**src/rtl/irq_entry_pkg.sv**
```systemverilog
package irq_entry_pkg;

    localparam int XLEN      = 32;
    localparam int N_IRQ     = 32;
    localparam int REG_IDX_W = 5;
    localparam int IE_W      = 2;

    typedef enum logic [1:0] {
        CSR_PEND = 2'd0,
        CSR_MASK = 2'd1,
        CSR_ENA  = 2'd2,
        CSR_BASE = 2'd3
    } csr_sel_e;

    typedef struct packed {
        logic            fire;
        logic [XLEN-1:0] ret_pc;
        logic [XLEN-1:0] vec;
    } entry_cmd_t;

    localparam logic [IE_W-1:0] IE_ON_ENTRY = 2'b10;

    function automatic logic [XLEN-1:0] handler_addr(
        input logic [XLEN-1:0] base,
        input int unsigned     exc_id,
        input int unsigned     slot_shift
    );
        return base + (XLEN'(exc_id) << slot_shift);
    endfunction

endpackage

```
**src/rtl/irq_pend_bank.sv**
```systemverilog
module irq_pend_bank #(
    parameter int N = 32
) (
    input  logic         clk,
    input  logic         rst,
    input  logic [N-1:0] lines,
    input  logic [N-1:0] clr_vec,
    output logic [N-1:0] pend_q
);

    for (genvar i = 0; i < N; i++) begin : g_bit
        always_ff @(posedge clk) begin
            if (rst)
                pend_q[i] <= 1'b0;
            else if (lines[i])
                pend_q[i] <= 1'b1;
            else if (clr_vec[i])
                pend_q[i] <= 1'b0;
        end
    end

    // a high line is pending after the edge
    a_r1_line_sets: assert property (@(posedge clk) disable iff (rst)
        1'b1 |=> ((pend_q & $past(lines)) == $past(lines)));

    // a bit that is set and not cleared stays set
    a_r2_sticky: assert property (@(posedge clk) disable iff (rst)
        1'b1 |=> ((pend_q & $past(pend_q & ~clr_vec)) == $past(pend_q & ~clr_vec)));

endmodule

```
**src/rtl/irq_csr_bank.sv**
```systemverilog
module irq_csr_bank
    import irq_entry_pkg::*;
#(
    parameter int XW       = 32,
    parameter int NI       = 32,
    parameter int BASE_LSB = 8
) (
    input  logic            clk,
    input  logic            rst,
    input  logic            we,
    input  csr_sel_e        sel,
    input  logic [XW-1:0]   wdata,
    input  logic            entry,
    output logic [NI-1:0]   mask_q,
    output logic [IE_W-1:0] ie_q,
    output logic [XW-1:0]   base_q
);

    logic wr_mask, wr_ena, wr_base;

    always_comb begin
        wr_mask = we && (sel == CSR_MASK);
        wr_ena  = we && (sel == CSR_ENA);
        wr_base = we && (sel == CSR_BASE);
    end

    always_ff @(posedge clk) begin
        if (rst) begin
            mask_q <= '0;
            ie_q   <= '0;
            base_q <= '0;
        end else begin
            if (wr_mask)
                mask_q <= wdata[NI-1:0];
            if (entry)
                ie_q <= IE_ON_ENTRY;
            else if (wr_ena)
                ie_q <= wdata[IE_W-1:0];
            if (wr_base)
                base_q <= {wdata[XW-1:BASE_LSB], {BASE_LSB{1'b0}}};
        end
    end

    // entry overrides a same-cycle enable write
    a_r7_entry_wins: assert property (@(posedge clk) disable iff (rst)
        entry |=> (ie_q == IE_ON_ENTRY));

    // low base bits never become nonzero
    a_r8_base_align: assert property (@(posedge clk) disable iff (rst)
        wr_base |=> (base_q[BASE_LSB-1:0] == '0));

endmodule

```
**src/rtl/irq_accept.sv**
```systemverilog
module irq_accept
    import irq_entry_pkg::*;
#(
    parameter int XW         = 32,
    parameter int NI         = 32,
    parameter int EXC_ID     = 6,
    parameter int SLOT_SHIFT = 5
) (
    input  logic          clk,
    input  logic          rst,
    input  logic          retire,
    input  logic [XW-1:0] cur_pc,
    input  logic [NI-1:0] pend,
    input  logic [NI-1:0] mask,
    input  logic          ie_bit,
    input  logic [XW-1:0] base,
    output logic          entry_now,
    output entry_cmd_t    cmd_q
);

    logic armed;

    always_comb begin
        armed     = |(pend & mask);
        entry_now = retire && ie_bit && armed;
    end

    always_ff @(posedge clk) begin
        if (rst) begin
            cmd_q <= '0;
        end else begin
            cmd_q.fire <= entry_now;
            if (entry_now) begin
                cmd_q.ret_pc <= cur_pc;
                cmd_q.vec    <= handler_addr(base, EXC_ID, SLOT_SHIFT);
            end
        end
    end

    // command only follows a retire
    a_r4_after_retire: assert property (@(posedge clk) disable iff (rst)
        cmd_q.fire |-> $past(retire));

    // one-cycle pulse, since entry clears the enable bit
    a_r4_single_pulse: assert property (@(posedge clk) disable iff (rst)
        cmd_q.fire |=> !cmd_q.fire);

    // no command when enable was off
    a_r4_needs_enable: assert property (@(posedge clk) disable iff (rst)
        !ie_bit |=> !cmd_q.fire);

endmodule

```
**src/rtl/irq_entry_ctrl.sv**
```systemverilog
module irq_entry_ctrl
    import irq_entry_pkg::*;
#(
    parameter int EXC_ID   = 6,
    parameter int SAVE_REG = 30
) (
    input  logic                 clk,
    input  logic                 rst,
    input  logic [N_IRQ-1:0]     irq_lines,
    input  logic [XLEN-1:0]      cur_pc,
    input  logic                 retire,
    input  logic                 csr_we,
    input  logic [1:0]           csr_sel,
    input  logic [XLEN-1:0]      csr_wdata,
    output logic [XLEN-1:0]      csr_rdata,
    output logic                 take_irq,
    output logic [XLEN-1:0]      save_pc,
    output logic [REG_IDX_W-1:0] save_reg_idx,
    output logic [XLEN-1:0]      vector_pc
);

    localparam int BASE_LSB   = 8;
    localparam int SLOT_SHIFT = 5;

    csr_sel_e          sel;
    logic [N_IRQ-1:0]  clr_vec;
    logic [N_IRQ-1:0]  pend_q;
    logic [N_IRQ-1:0]  mask_q;
    logic [IE_W-1:0]   ie_q;
    logic [XLEN-1:0]   base_q;
    logic              entry_now;
    entry_cmd_t        cmd_q;

    always_comb begin
        sel     = csr_sel_e'(csr_sel);
        clr_vec = (csr_we && sel == CSR_PEND) ? csr_wdata[N_IRQ-1:0] : '0;
    end

    irq_pend_bank #(.N(N_IRQ)) u_pend (
        .clk     (clk),
        .rst     (rst),
        .lines   (irq_lines),
        .clr_vec (clr_vec),
        .pend_q  (pend_q)
    );

    irq_csr_bank #(.XW(XLEN), .NI(N_IRQ), .BASE_LSB(BASE_LSB)) u_csr (
        .clk    (clk),
        .rst    (rst),
        .we     (csr_we),
        .sel    (sel),
        .wdata  (csr_wdata),
        .entry  (entry_now),
        .mask_q (mask_q),
        .ie_q   (ie_q),
        .base_q (base_q)
    );

    irq_accept #(.XW(XLEN), .NI(N_IRQ), .EXC_ID(EXC_ID), .SLOT_SHIFT(SLOT_SHIFT)) u_acc (
        .clk       (clk),
        .rst       (rst),
        .retire    (retire),
        .cur_pc    (cur_pc),
        .pend      (pend_q),
        .mask      (mask_q),
        .ie_bit    (ie_q[0]),
        .base      (base_q),
        .entry_now (entry_now),
        .cmd_q     (cmd_q)
    );

    always_comb begin
        csr_rdata = '0;
        unique case (sel)
            CSR_PEND: csr_rdata[N_IRQ-1:0] = pend_q;
            CSR_MASK: csr_rdata[N_IRQ-1:0] = mask_q;
            CSR_ENA:  csr_rdata[IE_W-1:0]  = ie_q;
            CSR_BASE: csr_rdata            = base_q;
        endcase
    end

    assign take_irq     = cmd_q.fire;
    assign save_pc      = cmd_q.ret_pc;
    assign vector_pc    = cmd_q.vec;
    assign save_reg_idx = REG_IDX_W'(SAVE_REG);

    // fixed save register index
    a_r5_save_idx: assert property (@(posedge clk) disable iff (rst)
        take_irq |-> (save_reg_idx == REG_IDX_W'(SAVE_REG)));

    // enable register shows saved-enable while entry is issued
    a_r7_ie_saved: assert property (@(posedge clk) disable iff (rst)
        take_irq |-> (ie_q == IE_ON_ENTRY));

endmodule

```
**config.mk**
```make
export PLATFORM = sky130hd
export DESIGN_NAME = irq_entry_ctrl
export DESIGN_NICKNAME = d
export VERILOG_FILES = /design/src/rtl/irq_entry_pkg.sv /design/src/rtl/irq_pend_bank.sv /design/src/rtl/irq_csr_bank.sv /design/src/rtl/irq_accept.sv /design/src/rtl/irq_entry_ctrl.sv
export SDC_FILE = /design/constraint.sdc
export NUM_CORES = 1
export LEC_CHECK = 0
export BUFFER_PORTS_ARGS = -buffer_cell sky130_fd_sc_hd__buf_2
export CORE_ASPECT_RATIO = 1.5
export CORE_MARGIN = 4
export CORE_UTILIZATION = 55
export DETAILED_ROUTE_END_ITERATION = 6
export HOLD_SLACK_MARGIN = 0.06
export PLACE_DENSITY = 0.93
export SETUP_SLACK_MARGIN = 0.5
export SLEW_MARGIN = 0
export SYNTH_ARGS = -nofsm -noshare
export SYNTH_HDL_FRONTEND = slang
export SYNTH_SLANG_ARGS = --single-unit
```
**constraint.sdc**
```tcl
create_clock -name clk -period 4.75 [get_ports clk]
set_clock_uncertainty 0.15 [all_clocks]
set_input_delay 0.475 -clock clk [delete_from_list [all_inputs] [get_ports clk]]
set_output_delay 0.475 -clock clk [all_outputs]
set_load 0.01 [all_outputs]
```
## Yosys cells after proc, flatten, opt, wreduce, memory -nomap -nowiden

Cells that the tools add are included.

- Bits in registers: 155

- Add/sub/neg operators: 1
- Equality and inequality tests: 3
- Multiplexer cells: 69
- Bitwise operators: 1
- Reductions and logical operators: 42

Operators by type and width:

| kind | number |
|---|---|
| 30-bit case mux with 3 select lines | 1 |
| 2-bit nonzero test | 33 |
| 1-bit 2-to-1 mux | 64 |
| 32-bit by 8-bit adder with 32-bit output (second input constant) | 1 |
| 32-bit bitwise AND | 1 |
| 32-bit 2-to-1 mux | 1 |
| 32-bit OR reduction | 1 |
| 2-bit case mux with 4 select lines | 1 |
| 1-bit logical AND | 6 |
| 2-bit == test (second input constant) | 2 |
| 2-bit 2-to-1 mux | 2 |
| 2-bit by 1-bit == test with 1-bit output (second input constant) | 1 |
| 2-bit logical NOT | 1 |
| 2-bit OR reduction | 1 |

## Logic depth before layout (Yosys ltp)

Gate-level depths: netlist of the first run.

- Word-level depth: 5
- Gate-level depth with buffers: 7
- Gate-level depth less buffers: 5

## Cells and area by module

A second synthesis of the first run with hierarchy kept.

- Cell total of the unflattened synthesis: 874
- Area, all modules: 7397.1 um^2

By module, submodules not included:

| module | times used | cells an instance | area each (um^2) | seq. area each (um^2) |
|---|---|---|---|---|
| irq_accept | 1 | 363 | 3031.7 | 1301.2 |
| irq_csr_bank | 1 | 263 | 2230.9 | 1161.1 |
| irq_pend_bank | 1 | 131 | 1154.9 | 640.6 |
| irq_entry_ctrl | 1 | 117 | 979.7 | 0.0 |

## Worst setup path before layout of the first run

No wires, ideal clock.

- Kind: in2out
- Start: in csr_sel[0]
- End: out csr_rdata[0]
- Arrival time: 1.430 ns
- Required time: 4.125 ns
- Setup slack: 2.695 ns
- Stages: 4
- Path buffers: 2
- Cell sequence: clkbuf_1 > buf_2 > mux2i_1 > o21ai_0

- Cells in the longest elaborated chain, start to end: 2
- Elaborated cells on any way between the ends: 5
- Classes of those cells: eq/ne (3); mux (1); reduce/logical (1)

Ends and longest elaborated chain:

| item | line | RTL |
|---|---|---|
| start, declared | irq_entry_ctrl.sv:13 | `input logic [1:0] csr_sel,` |
| 2-bit == test, or another cell as far along | irq_entry_ctrl.sv:74 | `unique case (sel)` |
| 2-bit case mux with 4 select lines (*) | irq_entry_ctrl.sv:74 |  |
| end, declared | irq_entry_ctrl.sv:15 | `output logic [XLEN-1:0] csr_rdata,` |

Every way passes the cells marked *; elsewhere a longest branch is shown, timed or not.

## Final worst setup path of the first run

- Start: in csr_sel[1]
- End: out csr_rdata[21]

- Cells in the longest elaborated chain, start to end: 2
- Elaborated cells on any way between the ends: 4
- Classes of those cells: eq/ne (2); mux (1); reduce/logical (1)

Ends and longest elaborated chain:

| item | line |
|---|---|
| 2-bit == test, or another cell as far along | irq_entry_ctrl.sv:74 |
| 30-bit case mux with 3 select lines (*) | irq_entry_ctrl.sv:74 |

Marks and branches as above.

==> out/results.txt, run 1 <==
largest net degree at the start of global routing -> 120
Post-Syn Area -> 6482 µm²
post-synthesis register bit count -> 148
crit end category -> output port
Sw Pwr -> 0.6709 mW
metal2 WL -> 8533 µm
Comb power frac -> 8.9%
CTS tree -> yes
DP HPWL -> 12190 µm
Post-route DRC -> 0
Worst Path Arrival -> 2.27 ns
crit path max fanout -> 38
Worst-path clk slew -> 0.06 ns
initial antenna violation count -> 1
H-tree levels -> 4
worst hold margin -> 0.1179 ns
All-Layer GR Usage -> 24.37%
synth warn -> 0
Worst-Skew Late Latency -> 0.41 ns
Max Clk Rate -> 344.9 MHz
CTS max path bufs -> 2
Rel. slew slack -> 42.46%
Int Power -> 2.227 mW
IR Drop Worst-Case VDD -> 0.0002777 V
commonest cells after routing, fill and taps aside -> buf_2, nand2_1, dfxtp_1
most common cell after layout, fill and taps aside -> buf_2
routed via count -> 5914
Pins Over Slew Limit -> 0
vias per cell -> 5.376
DR WL met3 -> 1287 µm
Placer Congestion -> 0.8780
Sink Count -> 148
grt total ovfl -> 0
Distinct cells, synth -> 24
Top Layer Used -> met4
Mapped Avg Cell Area -> 8.364 µm²
final net count -> 1039
# IOs -> 204
Final period util -> 61.05%
Main synth FF type -> dfxtp_1
WL/cell -> 15.62 µm
Clk pwr share -> 45.8%
Final Hold Viols -> 0
Area Overhead vs Synth -> 23.62%
Pre-antenna DRT Iters -> 6
total wire length -> 17180 µm
DRT iter0 DRCs -> 393
status -> complete, no violations
Die W -> 96.64 µm
min Tclk post-route -> 2.900 ns
port buffer count -> 192
sequential share of the synthesized area -> 45.71%
met1 WL -> 6517 µm
CP required -> 4.12 ns
site row count -> 48
Final Setup Violations -> 0
Post-synth EDFFs -> 0
die area -> 13620 µm²
CTS resizes -> 0
Design Area, Final -> 8014 µm²
number of global-route vias before repair -> 5631
Core ar. -> 11530 µm²
Sum Neg Setup Slack -> 0 ns
RSZ-0062 raised after global routing -> false
Die H -> 141.0 µm
post-place instance area -> 7427 µm²
cell count after synthesis -> 775
ANT nets after route -> 0
max_cap viols -> 0
sequential power share -> 45.3%
share of cells above drive strength 1 -> 24.55%
Total Power -> 2.898 mW
ys async rst share -> 0%
Post-CTS Repair Setup Buffers -> 0
PD cells -> 361.6 nW/µm²
Startpoint Class -> primary input
# hold bufs at CTS -> 0
Initial Util -> 56.22%
Slew @ Worst Pin -> 0.8631 ns
Sw Ratio -> 23.15%
root buffer cell -> clkbuf_16
CTS Buf Count -> 17
P_leak -> 3.355 nW
Hold Crit Class -> primary input to register
Worst Path Class, Setup -> primary input to output port
first-pass GRT wire length -> 27500 µm
Yosys cell counts, drive strengths merged (2+ instances only):
| library cell | n | area, µm² |
|---|---|---|
| nor2 | 39 | 146.4 |
| dfxtp | 148 | 2963 |
| o21ai | 26 | 130.1 |
| a21oi | 88 | 440.4 |
| buf | 21 | 143.9 |
| conb | 2 | 7.510 |
| nand4 | 4 | 25.02 |
| mux2i | 89 | 890.9 |
| clkbuf | 45 | 168.9 |
| o21ba | 2 | 20.02 |
| nand2 | 173 | 649.4 |
| a22oi | 16 | 120.1 |
| nand2b | 112 | 700.7 |
| nor3 | 2 | 10.01 |
kinds of logic (layout without fill, tap and decap cells):
group	count (synthesis)	in the layout	synth area share [%]
AO/OA/AOI/OAI	132	132	10.96
buffers and inverters	66	231	4.825
flip-flops	148	148	45.71
AND/OR/NAND/NOR	337	337	24.47
other	2	12	0.1159
multiplexers	90	90	13.92
final cells by class:
| class | count | area, µm² |
|---|---|---|
| clock inverters | 9 | 130.1 |
| diodes | 1 | 2.502 |
| flip-flops and latches | 148 | 2963 |
| multi-input cells | 570 | 3253 |
| fillers | 911 | 3517 |
| well taps | 150 | 187.7 |
| repair buffers | 200 | 1023 |
| clock buffers | 22 | 454.2 |
worst max-delay path: stages:
cell and delay [ns]:
buf_2 0.48, and2_1 0.79, nand2_1 0.16, o21ai_0 0.16, buf_2 0.19
through the flow:
| stage | utilization, % | instances | worst slack [ns] |
|---|---|---|---|
| 2_1_floorplan | - | 784 | 2.695 |
| 3_3_place_gp | 64.41 | 1068 | 1.752 |
| 3_5_place_dp | 64.41 | 1068 | 1.648 |
| 4_1_cts | 69.48 | 1099 | 1.880 |
| 5_1_grt | 69.50 | 1100 | 1.669 |
| 6_report | 69.50 | 1100 | 1.850 |
path summary, 6_finish.rpt:
path	start	to	slack, ns	cells past startpoint
hold reg to reg	u_acc.cmd_q[34]	u_acc.cmd_q[34]	0.32	2
setup / recovery	csr_sel[1]	csr_rdata[21]	1.85	5
setup reg to reg	u_pend.pend_q[24]	u_acc.cmd_q[7]	2.21	6
hold / removal	irq_lines[4]	u_pend.pend_q[4]	0.12	3
sequential cells by signal, summed over array words and instances (netlist names):
register,cells
u_csr.mask_q,32
u_csr.ie_q,2
u_pend.pend_q,32
u_acc.cmd_q,58
u_csr.base_q,24
power by group through the flow:
stage               Sequential [mW]  Clock, mW  Combinational [mW]
floorplan                      1.33          0               0.158
global placement               1.34          0               0.248
detailed placement             1.34          0               0.252
CTS                            1.31       1.35               0.254
global route                   1.32       1.39               0.281
finish                         1.31       1.33               0.256
routing by layer:
metal	vias to the layer above	GRT usage [%]
li1	2859	-
met3	73	4.703
met4	0	13.76
met2	297	41.89
met5	-	0
met1	2685	28.30
Note: power is estimated with default switching activity, not from simulation.
==> run 2: changes to the inputs <==
--- a/config.mk
+++ b/config.mk
@@ -8,10 +8,10 @@
 export BUFFER_PORTS_ARGS = -buffer_cell sky130_fd_sc_hd__buf_2
 export CORE_ASPECT_RATIO = 1.5
 export CORE_MARGIN = 4
-export CORE_UTILIZATION = 55
+export CORE_UTILIZATION = 51
 export DETAILED_ROUTE_END_ITERATION = 6
 export HOLD_SLACK_MARGIN = 0.06
-export PLACE_DENSITY = 0.93
+export PLACE_DENSITY = 0.88
 export SETUP_SLACK_MARGIN = 0.5
 export SLEW_MARGIN = 0
 export SYNTH_ARGS = -nofsm -noshare
==> constraint.sdc (replaced) <==
create_clock -name clk -period 2.9 [get_ports clk]
set_clock_uncertainty 0.15 [all_clocks]
set_input_delay 0.29 -clock clk [delete_from_list [all_inputs] [get_ports clk]]
set_output_delay 0.29 -clock clk [all_outputs]
set_load 0.01 [all_outputs]
==> out/results.txt, run 2 (synthesis results as in run 1) <==
max_cap viols -> 0
Sink Count -> 148
most flop-heavy register -> u_acc.cmd_q
crit path cell chain -> a22oi_1 -> nand4_1 -> nor4_4 -> nor2_4 -> buf_12 -> mux2i_1
CTS tree -> yes
Core ar. -> 12450 µm²
vias per cell -> 5.639
initial antenna violation count -> 0
Area Overhead vs Synth -> 42.62%
Worst Path Class, Setup -> register to register
Worst-path clk slew -> 0.06 ns
P_leak -> 3.886 nW
IR Drop Worst-Case VDD -> 0.0004688 V
RSZ-0062 raised after global routing -> false
DP HPWL -> 12880 µm
grt total ovfl -> 0
PD cells -> 543.3 nW/µm²
Worst Slack Setup Final -> 0.5747 ns
min Tclk post-route -> 2.325 ns
Final period util -> 80.18%
Post-route DRC -> 0
Slew @ Worst Pin -> 0.8162 ns
H-tree levels -> 4
CTS max path bufs -> 2
site row count -> 50
Slowest cell on crit path -> nor2_4
Sum Neg Setup Slack -> 0 ns
Worst-Skew Late Latency -> 0.42 ns
largest registers -> u_acc.cmd_q x58, u_csr.mask_q x32, u_pend.pend_q x32
Die H -> 146.1 µm
Final Setup Violations -> 0
die area -> 14620 µm²
status -> complete, no violations
Die W -> 100.1 µm
CTS Buf Count -> 17
Pre-antenna DRT Iters -> 5
Max Clk Rate -> 430.1 MHz
CP required -> 3.08 ns
number of global-route vias before repair -> 7036
Startpoint Class -> register
Rel. slew slack -> 45.46%
max FFs per register -> 58
final net count -> 1156
max incr delay on CP -> 0.62 ns
All-Layer GR Usage -> 30.52%
Pins Over Slew Limit -> 0
Initial Util -> 52.07%
share of cells above drive strength 1 -> 22.82%
DRT iter0 DRCs -> 819
ANT nets after route -> 0
post-place instance area -> 7525 µm²
routed via count -> 6891
most common cell after layout, fill and taps aside -> buf_2
crit end category -> register
first-pass GRT wire length -> 35380 µm
Place WS -> 0.5755 ns
port buffer count -> 192
root buffer cell -> clkbuf_16
Final Hold Viols -> 0
Placer Congestion -> 0.9351
largest net degree at the start of global routing -> 73
Worst Path Arrival -> 2.51 ns
Design Area, Final -> 9245 µm²
commonest cells after routing, fill and taps aside -> buf_2, nand2_1, dfxtp_1
# IOs -> 204
worst hold margin -> 0.09439 ns
Hold Crit Class -> primary input to register
WL/cell -> 18.46 µm
crit path max fanout -> 38
total wire length -> 22550 µm
[run 2: changes by cell type in the layout (fill, tap and decap cells not counted), sizes merged]
cell	delta
buf	+7
clkbuf	-3
bufinv	+1
clkinvlp	+1
dlygate4sd3	+110
[run 2: power breakdown]
group	leakage (nW)	switching [mW]	internal, mW
Clock	0.294	0.832	1.44
Sequential	1.21	0.0576	2.10
Combinational	2.38	0.298	0.293
[run 2: final timing paths]
path	start	endpoint	slack [ns]	depth (start not counted)
setup / recovery	u_pend.pend_q[23]	u_acc.cmd_q[46]	0.57	6
hold / removal	retire	u_acc.cmd_q[64]	0.09	3
setup reg to reg	u_pend.pend_q[23]	u_acc.cmd_q[46]	0.57	6
hold reg to reg	u_acc.cmd_q[33]	u_acc.cmd_q[33]	0.32	2
[run 2: through the flow]
step	instances	total power [mW]	utilization (%)
global placement	1081	2.613	60.44
detailed placement	1081	2.623	60.44
finish	1222	5.023	74.26
floorplan	784	2.439	-
global route	1221	5.170	74.24
CTS	1221	4.985	74.13
[run 2: routing by layer]
| metal | GRT usage, % | share of wire, % |
|---|---|---|
| met2 | 50.90 | 49 |
| met4 | 20.90 | 8.2 |
| met1 | 34.62 | 35 |
| met3 | 5.880 | 8.5 |
| met5 | 0 | 0 |
[run 2: repair_timing]
item,CTS,global route
hold endpoints to repair,119,0
resized for setup,0,2
endpoints found under the setup margin,0,38
buffers inserted,0,0
hold buffers,110,0
[run 2: final cells by class]
class | count | area (µm²)
Clock inverter | 11 | 160.2
Timing Repair Buffer | 317 | 2215
Fill cell | 811 | 3204
Clock buffer | 19 | 442.9
Tap cell | 156 | 195.2
Antenna cell | 1 | 2.502
Sequential cell | 148 | 2963
Multi-Input combinational cell | 570 | 3267
[run 2: worst max-delay path, delay by kind of cell (launching register included)]
kind	cells	cell delay, ns
buf+inv	1	0.35
compound gates	1	0.17
flops	1	0.37
simple gates	3	0.92
mux	1	0.26
==> run 3: changes to the inputs <==
--- a/config.mk
+++ b/config.mk
@@ -8,10 +8,10 @@
 export BUFFER_PORTS_ARGS = -buffer_cell sky130_fd_sc_hd__buf_2
 export CORE_ASPECT_RATIO = 1.5
 export CORE_MARGIN = 4
-export CORE_UTILIZATION = 51
+export CORE_UTILIZATION = 46
 export DETAILED_ROUTE_END_ITERATION = 6
 export HOLD_SLACK_MARGIN = 0.06
-export PLACE_DENSITY = 0.88
+export PLACE_DENSITY = 0.84
 export SETUP_SLACK_MARGIN = 0.5
 export SLEW_MARGIN = 0
 export SYNTH_ARGS = -nofsm -noshare
==> constraint.sdc (replaced) <==
create_clock -name clk -period 1.9 [get_ports clk]
set_clock_uncertainty 0.15 [all_clocks]
set_input_delay 0.19 -clock clk [delete_from_list [all_inputs] [get_ports clk]]
set_output_delay 0.19 -clock clk [all_outputs]
set_load 0.01 [all_outputs]
==> out/results.txt, run 3 (synthesis results as in run 1) <==
status -> finished with violations
violated checks -> negative setup slack
Hold Startpoint -> retire
Die W -> 104.9 µm
site row count -> 52
Sink Count -> 148
CTS tree -> yes
CTS max path bufs -> 2
Worst Slack Setup Final -> -0.02384 ns
grt total ovfl -> 0
Multi-input gate area -> 3405 µm²
Final period util -> 101.3%
DP HPWL -> 13050 µm
Worst-path clk slew -> 0.06 ns
Pre-antenna DRT Iters -> 6
Hold Path Stages -> 3
Core ar. -> 13660 µm²
WL/cell -> 18.16 µm
DR WL met3 -> 1527 µm
vias per cell -> 5.520
max_cap viols -> 0
Area Overhead vs Synth -> 46.21%
die area -> 16090 µm²
routed via count -> 6767
Worst Path Arrival -> 2.10 ns
Post-route DRC -> 0
Place WS -> -0.06926 ns
max FFs per register -> 58
RR Startpoint -> u_pend.pend_q[24]
Die H -> 153.4 µm
Worst Path Class, Setup -> register to register
Startpoint Class -> register
n_diodes -> 0
Max Clk Rate -> 519.8 MHz
Final Setup Violations -> 2
Placer Congestion -> 0.9545
H-tree levels -> 4
crit path max fanout -> 13
Worst-Skew Late Latency -> 0.42 ns
first-pass GRT wire length -> 33530 µm
number of global-route vias before repair -> 6631
total wire length -> 22270 µm
Top Layer Used -> met4
metal2 WL -> 10940 µm
commonest cells after routing, fill and taps aside -> buf_2, nand2_1, nand2b_1
met1 WL -> 8134 µm
P_leak -> 3.907 nW
root buffer cell -> clkbuf_16
port buffer count -> 192
# hold bufs at CTS -> 96
CTS Buf Count -> 17
PD cells -> 803.0 nW/µm²
Hold Crit Class -> primary input to register
worst hold margin -> 0.01782 ns
flop-to-flop setup slack -> -0.02 ns
Hold Path End -> u_acc.cmd_q[64]
reg2reg end -> u_acc.cmd_q[30]
Final Hold Viols -> 0
Pins Over Slew Limit -> 0
total area of sequential cells -> 3043 µm²
FF-to-FF path depth -> 7
All-Layer GR Usage -> 26.04%
RSZ-0062 raised after global routing -> true
initial antenna violation count -> 0
fillcell total -> 948
Initial Util -> 47.45%
ANT nets after route -> 0
final net count -> 1153
most flop-heavy register -> u_acc.cmd_q
IR Drop Worst-Case VDD -> 0.0005061 V
# IOs -> 204
CP required -> 2.08 ns
most common cell after layout, fill and taps aside -> buf_2
min Tclk post-route -> 1.924 ns
DRT iter0 DRCs -> 631
share of cells above drive strength 1 -> 32.71%
crit end category -> register
largest net degree at the start of global routing -> 103
largest registers -> u_acc.cmd_q x58, u_csr.mask_q x32, u_pend.pend_q x32
[run 3: report_power, final]
part           internal (mW)  switching [mW]
clock network           2.06            1.30
logic                  0.473           0.464
registers               3.22          0.0950
total                   5.75            1.86
[run 3: per-layer routing]
layer  global-route usage (%)  vias to the layer above
met4                    18.76                        0
met3                    5.148                      137
met5                        0                        -
li1                         -                     3091
met2                    43.83                      445
met1                    29.05                     3094
[run 3: how the worst max path moves through the flow]
stage | from | endpoint | slack [ns] | cells past startpoint
final | u_pend.pend_q[24] | u_acc.cmd_q[30] | -0.02 | 7
after global placement | u_csr.mask_q[23] | u_acc.cmd_q[56] | -0.05 | 7
after detailed placement | u_csr.mask_q[23] | u_acc.cmd_q[48] | -0.07 | 7
after CTS | u_csr.mask_q[24] | u_acc.cmd_q[7] | 0.08 | 7
after global routing | u_csr.mask_q[24] | u_acc.cmd_q[30] | -0.09 | 7
after floorplan | u_csr.mask_q[23] | u_acc.cmd_q[7] | 0.14 | 7
[run 3: stage by stage]
| stage | utilization [%] | cell area, µm² | TNS (ns) | instances | total power, mW |
|---|---|---|---|---|---|
| 5_1_grt | 69.37 | 9478 | -0.5988 | 1226 | 7.859 |
| 4_1_cts | 68.54 | 9365 | 0 | 1224 | 7.558 |
| 3_3_place_gp | 56.07 | 7661 | -1.148 | 1094 | 4.016 |
| 6_report | 69.37 | 9478 | -0.02387 | 1226 | 7.610 |
| 2_1_floorplan | - | 6544 | 0 | 784 | 3.726 |
| 3_5_place_dp | 56.07 | 7661 | -1.593 | 1094 | 4.028 |
[run 3: what timing repair did]
item / 4_1_cts / 5_1_grt
resized for setup: 98 / 30
setup buffers: 2 / 2
endpoints found under the setup margin: 92 / 92
pin swaps: 21 / 15
cloned: 0 / 0
hold endpoints to repair: 123 / 1
[run 3: layout make-up]
class	count	area share, %
Multi-Input combinational cell	570	35.92
Sequential cell	148	32.11
Timing Repair Buffer	314	23.62
Clock buffer	19	4.568
Tap cell	162	2.139
Clock inverter	13	1.650
[run 3: worst max-delay path, stage by stage (launching register included)]
cell and delay (ns):
dfxtp_1 0.35, a22oi_2 0.26, nand4_1 0.16, nor4_2 0.29, buf_4 0.17, nor2_4 0.07, buf_12 0.17, mux2i_2 0.22
